**config.mk**
```make
export PLATFORM = sky130hd
export DESIGN_NAME = amap_mapper
export DESIGN_NICKNAME = d
export VERILOG_FILES = /design/src/rtl/amap_pkg.sv /design/src/rtl/amap_prep.sv /design/src/rtl/amap_mul.sv /design/src/rtl/amap_mapper.sv
export SDC_FILE = /design/constraint.sdc
export NUM_CORES = 1
export LEC_CHECK = 0
export BUFFER_PORTS_ARGS = -buffer_cell sky130_fd_sc_hd__buf_4
export CAP_MARGIN = 40
export CORE_UTILIZATION = 59
export DETAILED_ROUTE_END_ITERATION = 10
export GPL_TIMING_DRIVEN = 0
export HOLD_SLACK_MARGIN = 0.08
export PLACE_DENSITY = 0.81
export SETUP_SLACK_MARGIN = 0.5
export SYNTH_ARGS = -nofsm -noshare
export SYNTH_HDL_FRONTEND = slang
export SYNTH_HIERARCHICAL = 1
export SYNTH_SLANG_ARGS = --single-unit
```
**constraint.sdc**
```tcl
create_clock -name clk -period 3.3 [get_ports clk]
set_clock_uncertainty 0.2 [all_clocks]
set_input_delay 0.66 -clock clk [delete_from_list [all_inputs] [get_ports clk]]
set_output_delay 0.66 -clock clk [all_outputs]
set_load 0.02 [all_outputs]
```
**src/rtl/amap_pkg.sv**
```systemverilog
package amap_pkg;

    // Sequencer phases: one per product formed by the shared multiplier
    typedef enum logic [1:0] {
        ST_IDLE = 2'd0,
        ST_MUL1 = 2'd1,
        ST_MUL2 = 2'd2,
        ST_MUL3 = 2'd3
    } amap_state_e;

    localparam int MUL_STAGES = 3;

endpackage

```
**src/rtl/amap_prep.sv**
```systemverilog
// Operand preparation: decrements subscripts and picks first-product operands by mode bit 0
module amap_prep #(
    parameter int W = 16
) (
    input  logic [W-1:0] mode_i,
    input  logic [W-1:0] sub1_i,
    input  logic [W-1:0] sub2_i,
    input  logic [W-1:0] sub3_i,
    input  logic [W-1:0] rng2_i,
    output logic [W-1:0] s1m_o,
    output logic [W-1:0] s2m_o,
    output logic [W-1:0] p1_a_o,
    output logic [W-1:0] p1_b_o
);
    logic three_d;
    logic unused_mode_hi;

    assign three_d        = mode_i[0];
    assign unused_mode_hi = ^mode_i[W-1:1];

    always_comb begin
        s1m_o = sub1_i - W'(1);
        s2m_o = sub2_i - W'(1);
        if (three_d) begin
            p1_a_o = sub3_i - W'(1);
            p1_b_o = rng2_i;
        end else begin
            // 2-D: first product forced to zero, timing unchanged
            p1_a_o = '0;
            p1_b_o = '0;
        end
    end

endmodule

```
**src/rtl/amap_mul.sv**
```systemverilog
// Serial shift-and-add multiplier, low W bits of the product, W step cycles
module amap_mul #(
    parameter int W = 16
) (
    input  logic         clk,
    input  logic         rst_n,
    input  logic         load_i,
    input  logic [W-1:0] a_i,
    input  logic [W-1:0] b_i,
    output logic [W-1:0] prod_o,
    output logic         done_o
);
    localparam int CW = (W > 1) ? $clog2(W) : 1;

    typedef struct packed {
        logic          busy;
        logic          done;
        logic [CW-1:0] cnt;
        logic [W-1:0]  acc;
        logic [W-1:0]  mc;
        logic [W-1:0]  mp;
    } mul_t;

    mul_t mul_d, mul_q;

    always_comb begin
        mul_d      = mul_q;
        mul_d.done = 1'b0;
        if (load_i) begin
            mul_d.busy = 1'b1;
            mul_d.cnt  = '0;
            mul_d.acc  = '0;
            mul_d.mc   = a_i;
            mul_d.mp   = b_i;
        end else if (mul_q.busy) begin
            if (mul_q.mp[0]) begin
                mul_d.acc = mul_q.acc + mul_q.mc;
            end
            mul_d.mc  = mul_q.mc << 1;
            mul_d.mp  = mul_q.mp >> 1;
            mul_d.cnt = mul_q.cnt + CW'(1);
            if (mul_q.cnt == CW'(W - 1)) begin
                mul_d.busy = 1'b0;
                mul_d.done = 1'b1;
            end
        end
    end

    always_ff @(posedge clk or negedge rst_n) begin
        if (!rst_n) begin
            mul_q <= '0;
        end else begin
            mul_q <= mul_d;
        end
    end

    assign prod_o = mul_q.acc;
    assign done_o = mul_q.done;

endmodule

```
**src/rtl/amap_mapper.sv**
```systemverilog
// Array subscript address mapper top: sequences three products on one multiplier
module amap_mapper #(
    parameter int W = 16
) (
    input  logic         clk,
    input  logic         rst_n,
    input  logic         start_i,
    input  logic [W-1:0] base_i,
    input  logic [W-1:0] sub1_i,
    input  logic [W-1:0] sub2_i,
    input  logic [W-1:0] sub3_i,
    input  logic [W-1:0] rng1_i,
    input  logic [W-1:0] rng2_i,
    input  logic [W-1:0] elem_words_i,
    input  logic [W-1:0] mode_i,
    output logic         busy_o,
    output logic         valid_o,
    output logic [W-1:0] addr_o
);
    import amap_pkg::*;

    typedef struct packed {
        amap_state_e  state;
        logic [W-1:0] s1m;
        logic [W-1:0] s2m;
        logic [W-1:0] r1;
        logic [W-1:0] sz;
        logic [W-1:0] base;
        logic [W-1:0] addr;
        logic         valid;
    } map_t;

    map_t map_d, map_q;

    logic [W-1:0] pre_s1m, pre_s2m, pre_a, pre_b;
    logic         mul_load, mul_done;
    logic [W-1:0] mul_a, mul_b, mul_prod;

    amap_prep #(.W(W)) u_prep (
        .mode_i (mode_i),
        .sub1_i (sub1_i),
        .sub2_i (sub2_i),
        .sub3_i (sub3_i),
        .rng2_i (rng2_i),
        .s1m_o  (pre_s1m),
        .s2m_o  (pre_s2m),
        .p1_a_o (pre_a),
        .p1_b_o (pre_b)
    );

    amap_mul #(.W(W)) u_mul (
        .clk    (clk),
        .rst_n  (rst_n),
        .load_i (mul_load),
        .a_i    (mul_a),
        .b_i    (mul_b),
        .prod_o (mul_prod),
        .done_o (mul_done)
    );

    always_comb begin
        map_d    = map_q;
        mul_load = 1'b0;
        mul_a    = '0;
        mul_b    = '0;
        unique case (map_q.state)
            ST_IDLE: begin
                if (start_i) begin
                    map_d.s1m   = pre_s1m;
                    map_d.s2m   = pre_s2m;
                    map_d.r1    = rng1_i;
                    map_d.sz    = elem_words_i;
                    map_d.base  = base_i;
                    map_d.valid = 1'b0;
                    mul_load    = 1'b1;
                    mul_a       = pre_a;
                    mul_b       = pre_b;
                    map_d.state = ST_MUL1;
                end
            end
            ST_MUL1: begin
                if (mul_done) begin
                    mul_load    = 1'b1;
                    mul_a       = mul_prod + map_q.s2m;
                    mul_b       = map_q.r1;
                    map_d.state = ST_MUL2;
                end
            end
            ST_MUL2: begin
                if (mul_done) begin
                    mul_load    = 1'b1;
                    mul_a       = mul_prod + map_q.s1m;
                    mul_b       = map_q.sz;
                    map_d.state = ST_MUL3;
                end
            end
            ST_MUL3: begin
                if (mul_done) begin
                    map_d.addr  = map_q.base + mul_prod;
                    map_d.valid = 1'b1;
                    map_d.state = ST_IDLE;
                end
            end
            default: map_d.state = ST_IDLE;
        endcase
    end

    always_ff @(posedge clk or negedge rst_n) begin
        if (!rst_n) begin
            map_q <= '0;
        end else begin
            map_q <= map_d;
        end
    end

    assign busy_o  = (map_q.state != ST_IDLE);
    assign valid_o = map_q.valid;
    assign addr_o  = map_q.addr;

endmodule

```
Word level (Yosys, flattened, before mapping):

Index checks and enable logic that the tools add are counted.
Widths: inputs -> output; s select.

* register bits after elaboration: 153
* bits in latches: 0
* bits in writable memories: 0
* ROM bits: 0
* input bits: 131
* output and inout port bits: 18
* memories kept: 0

* add/subtract/negate cells: 8
* $mul: 0
* div/mod/pow operators: 0
* order comparisons: 0
* equal/unequal tests: 8
* shifts and indexed selects: 0
* mux-type cells: 27
* bitwise operators: 0
* reduce and logical (&&, ||, !) cells: 11

Operators by type and width (number)
* $mux 16: 9
* $pmux 16 s3: 2
* $mux 82: 1
* $add 16x16->16: 4
* $mux 54: 1
* $mux 52: 1
* $sub 16x1->16 const B: 3
* $mux 2: 4
* $pmux 2 s4: 1
* $reduce_bool 2->1: 4
* $mux 1: 6
* $ne 2x1->1 const B: 3
* $reduce_and 2->1: 3
* $add 4x1->4 const B: 1
* $eq 2x2->1 const B: 2
* $eq 4x4->1 const B: 1
* $pmux 1 s2: 2
* $reduce_and 4->1: 1
* $reduce_and 3->1: 1
* $eq 2x1->1 const B: 1
* $logic_not 2->1: 1
* $ne 2x2->1 const B: 1
* $reduce_or 2->1: 1

Logic depth before layout (Yosys ltp):

* depth in word-level cells: 5
* mapped depth: 13
* depth with buffers taken out: 12

By module:

Netlist, hierarchy kept.

Modules (own cells, without submodules)
* amap_mapper: times used 1, cells an instance 841, area each 6746.5 µm², seq. area each 2477.4 µm²
* amap_mul: times used 1, cells an instance 343, area each 3235.6 µm², seq. area each 1351.3 µm²
* amap_prep: times used 1, cells an instance 155, area each 1043.5 µm², seq. area each 0.0 µm²

Worst setup path before layout:

Ideal clock, no wire load.

* kind: reg2reg
* start point: reg u_mul.mul_q (netlist bit u_mul/prod_o[0])
* end point: reg u_mul/mul_q[30] (netlist bit)
* data arrival time: 2249 ps
* required time: 2967 ps
* slack: 718 ps
* cell stages (with the launch flop): 14
* buffers on the path: 1
* clock period less this slack: 2582 ps
* cell sequence: dfrtp_1 -> buf_4 -> ha_1 -> inv_1 -> fa_1 -> nor2b_4 -> o31a_1 -> a21oi_2 -> a31oi_1 -> a221oi_2 -> mux2i_1 -> o21ai_1 -> nand2_1 -> o21ai_0

* word-level cells in the longest chain between the ends: 4

Ends and longest elaborated chain
* start, declared: line amap_mul.sv:24 `mul_t mul_d, mul_q;`
* start signal, assigned: line amap_mul.sv:53 `mul_q <= mul_d;`
* $add 16x16->16 (on tied branches): line amap_mapper.sv:92, amap_mapper.sv:84
* $mux 16 (on tied branches): line amap_mapper.sv:90, amap_mapper.sv:82
* $pmux 16 s3 *: line amap_mapper.sv:66 `unique case (map_q.state)`
* via mul_a[14]: line amap_mapper.sv:37 `logic [W-1:0] mul_a, mul_b, mul_prod;`
* $mux 52 *: line amap_mul.sv:29 `if (load_i) begin`

Mark *: on every way through the listed nets, which the timed path passes. The rest lies on a longest branch.
A chain may end at the register's enable or synchronous reset.

Final worst setup path:

Ends and elaborated chain as after synthesis.

==> key figures <==
Run status
  – Outcome: finished, violations left
  – Failing checks: design-rule violations

Critical path
  – Stages on worst setup path: 13
  – Setup crit start kind: flop
  – Crit path kind: reg2reg
  – FF-to-FF path depth: 13
  – WP buf/inv: 2
  – FF-to-FF Start: u_mul/prod_o[0]
  – Cell family with most CP delay: compound AO/OA/AOI/OAI gates
  – Critical path peak fanout: 3
  – Critical Path End Type: flop
  – Critical Path RT: 3.40 ns
  – Crit path launch: u_mul/prod_o[0]
  – Worst path max stage delay: 0.40 ns
  – Crit path arrival time: 2.96 ns
  – Slowest cell on crit path: dfrtp_1
  – Critical-path cell list: buf_6 > ha_4 > inv_2 > fa_2 > nor2b_4 > o31a_1 > a21oi_2 > a31oi_2 > a221oi_2 > mux2i_1 > o21ai_2 > nand2_1 > o21ai_1

Detailed routing
  – Antenna Violating Nets Remaining: 0
  – Routed wire per std cell: 18.4 um
  – Drt pass-1 iters: 10
  – # DRC: 6
  – DR vias: 10500
  – Vias/cell: 5.98
  – Total wire length: 32.1 mm
  – DRT iter0 DRCs: between 700 and 800

Timing
  – Min Tclk post-route: 2.86 ns
  – Max Clk Rate: between 300 and 400 MHz
  – Least-Margin Pin Slew: 0.911 ns
  – Final setup vio count: 0
  – Slew headroom: 0.391
  – RSZ-0062 raised after global routing: yes
  – Final hold viol count: 0
  – Hold Slack: 0.0711 ns
  – Period utilisation layout: 0.865
  – Max Transition Viols Final: 0

Synth
  – Cell Area, Synth: 11000 um2
  – Seq/Total Area, Yosys: 0.347
  – Post-Syn Area per Cell: 8.23 um2
  – Syn. warnings: 6
  – Synth cell types: 80
  – Syn_nets: around 1500
  – Top_reg_cell synth: dfrtp_1
  – Async set-reset flop share out of synthesis: 1.00
  – Syn Inst Count: 1339
  – Number of synthesized flops with an enable pin: 0
  – FF+latch count, synth: 153

Clocking
  – Clk_lat worst skew: 0.43 ns
  – H-Tree Depth: 4
  – CTS clk-pin slew, worst paths: around 0.060 ns
  – CTS buffer count: 17
  – # clock sinks: 153
  – CTS Hold Bufs: 0
  – Root Driver: clkbuf_16
  – Clock Path Buffers: 2
  – CTS tree: yes

Die
  – DIE HEIGHT: 139 um
  – Site Rows: between 40 and 50
  – Starting Density: 0.608
  – Die ar.: approximately 19000 um2
  – Die X: approximately 140 um
  – Io pins: 149
  – Core Region: between 15000 and 20000 um2

Power and ir drop
  – P_int: 5.82 mW
  – Share of power burned in registers: 0.307
  – Leakage: 6.51 nW
  – Sw frac: 0.430
  – Part of the power in combinational logic: 0.487
  – Switching power: 4.39 mW
  – Clock network fraction of total power: 0.206
  – Pwr Density: 766 nW/um2
  – Worst VDD drop: 0.000407 V
  – Total power: just over 10 mW

Placed design
  – Final HPWL DP: 23.9 mm
  – Placed cell count: 1702
  – Placer Congestion: 0.965
  – Buffers added on ports: 133

Layout
  – Non-filler cells, final: 1747
  – Post-Route Utilization: 0.734
  – Antenna cells: 0
  – P&R area growth vs syn: 20.8%
  – FILL cells: 1440
  – Nets: between 1500 and 2000
  – Ratio of cells with drive above 1 in the final layout: 0.199

GRT
  – Initial antenna violation count: 0
  – Total grt overflow: 0
  – Vias in the first global route: 10000
  – Largest net degree at the start of global routing: 84
  – First-pass GRT wire length: 50.9 mm
  – Tot GR Track Use: 0.338

Run
  – Max-Cap Viols: 0

Min path
  – Hold WC Path Type: in2async
## worst paths after layout
| kind | end | slack [ns] |
|---|---|---|
| worst max register to register | u_mul/mul_q[30] | 0.44 |
| worst max-delay path | u_mul/mul_q[30] | 0.44 |
| worst min register to register | map_q[61] | 0.28 |
| max in group asynchronous | map_q[47] | 2.01 |
| worst min-delay path | map_q[26] | 0.07 |
| min in group clk | map_q[32] | 0.21 |
## cells in the mapped netlist (30+ instances only)
| cell | instances | share of area |
|---|---|---|
| xor2_1 | 35 | 0.028 |
| dfrtp_1 | 153 | 0.35 |
| nor2_1 | 63 | 0.021 |
| a21oi_1 | 67 | 0.030 |
| nand2_1 | 352 | 0.12 |
| and2_1 | 34 | 0.019 |
| a22oi_1 | 30 | 0.020 |
| o21ai_0 | 67 | 0.030 |
| mux2i_1 | 37 | 0.034 |
| inv_1 | 32 | 0.011 |
| xnor2_1 | 34 | 0.027 |
| ha_1 | 68 | 0.077 |
| clkbuf_1 | 50 | 0.017 |
| buf_4 | 32 | 0.022 |
## cell families (layout without fill, tap and decap cells)
| group | after synthesis | count (layout) | share of synthesized area |
|---|---|---|---|
| and+or+nand+nor | 581 | 581 | 0.242 |
| AOI/OAI and AO/OA | 300 | 300 | 0.182 |
| DFF | 153 | 153 | 0.347 |
| buffers and inverters | 126 | 305 | 0.0546 |
| adders and majority gates | 72 | 72 | 0.0844 |
| xor gates and xnor gates | 69 | 69 | 0.0548 |
| muxes | 38 | 38 | 0.0346 |
## power groups by stage
stage / combinational (mW) / clock, mW / sequential, mW
floorplan: 3.37 / 0 / 2.94
global placement: 4.52 / 0 / 3.11
detailed placement: 4.63 / 0 / 3.13
CTS: 4.78 / 2.12 / 3.12
global route: 5.44 / 2.19 / 3.20
finish: 4.97 / 2.10 / 3.13
## layout by cell type, fill, tap and decap left out, types with 32 or more instances in the layout
| cell type | instances |
|---|---|
| ha_1 | 61 |
| nor2_1 | 63 |
| xor2_1 | 35 |
| clkbuf_1 | 38 |
| a21oi_1 | 61 |
| and2_1 | 34 |
| buf_4 | 175 |
| o21ai_0 | 63 |
| dfrtp_1 | 153 |
| nand2_1 | 352 |
| mux2i_1 | 37 |
| xnor2_1 | 32 |
## area by class of cell
cell class,count,area (um2),share of cell area
tap,229,287,0.0215
multi-input combinational,1060,6810,0.511
sequential,153,3830,0.288
buffer,94,514,0.0386
clock buffer,17,425,0.0319
inverter,32,124,0.00930
clock inverter,15,204,0.0153
timing repair buffer,147,1130,0.0847
## per-stage QoR
stage	area, um2	worst slack (ns)	setup TNS, ns
3_5_place_dp	12300	-0.0612	-0.480
3_3_place_gp	12300	0.0325	0
2_1_floorplan	11000	0.718	0
4_1_cts	13100	0.405	0
5_1_grt	13300	0.371	0
6_report	13300	0.444	0
## state kept, by name, summed over array words and instances (netlist names)
signal and cells:
map_q 82, u_mul/mul_q 37, addr_o 16, u_mul/prod_o 16, u_mul/done_o 1, valid_o 1
## worst register-to-register path: stages (launching register included)
cell	delay, ns
dfrtp_1	0.40
buf_6	0.15
ha_4	0.16
inv_2	0.05
fa_2	0.22
nor2b_4	0.05
o31a_1	0.28
a21oi_2	0.21
a31oi_2	0.12
a221oi_2	0.37
mux2i_1	0.26
o21ai_2	0.11
nand2_1	0.09
o21ai_1	0.06
## per-layer routing
metal / share of wire / vias up / wire length, um / track usage
met1: 0.41 / 4970 / 13300 / 0.445
met2: 0.47 / 433 / 15200 / 0.562
li1: - / 4953 / - / -
met3: 0.074 / 96 / 2380 / 0.0532
met4: 0.040 / 0 / 1280 / 0.132
met5: 0 / - / 0 / 0
## timing repair
item | in CTS | in global routing
pin swaps | 7 | 15
setup endpoints to repair | 55 | 73
gates resized for setup | 26 | 48
setup buffers | 9 | 4
Note: power is estimated with default switching activity, not from simulation.
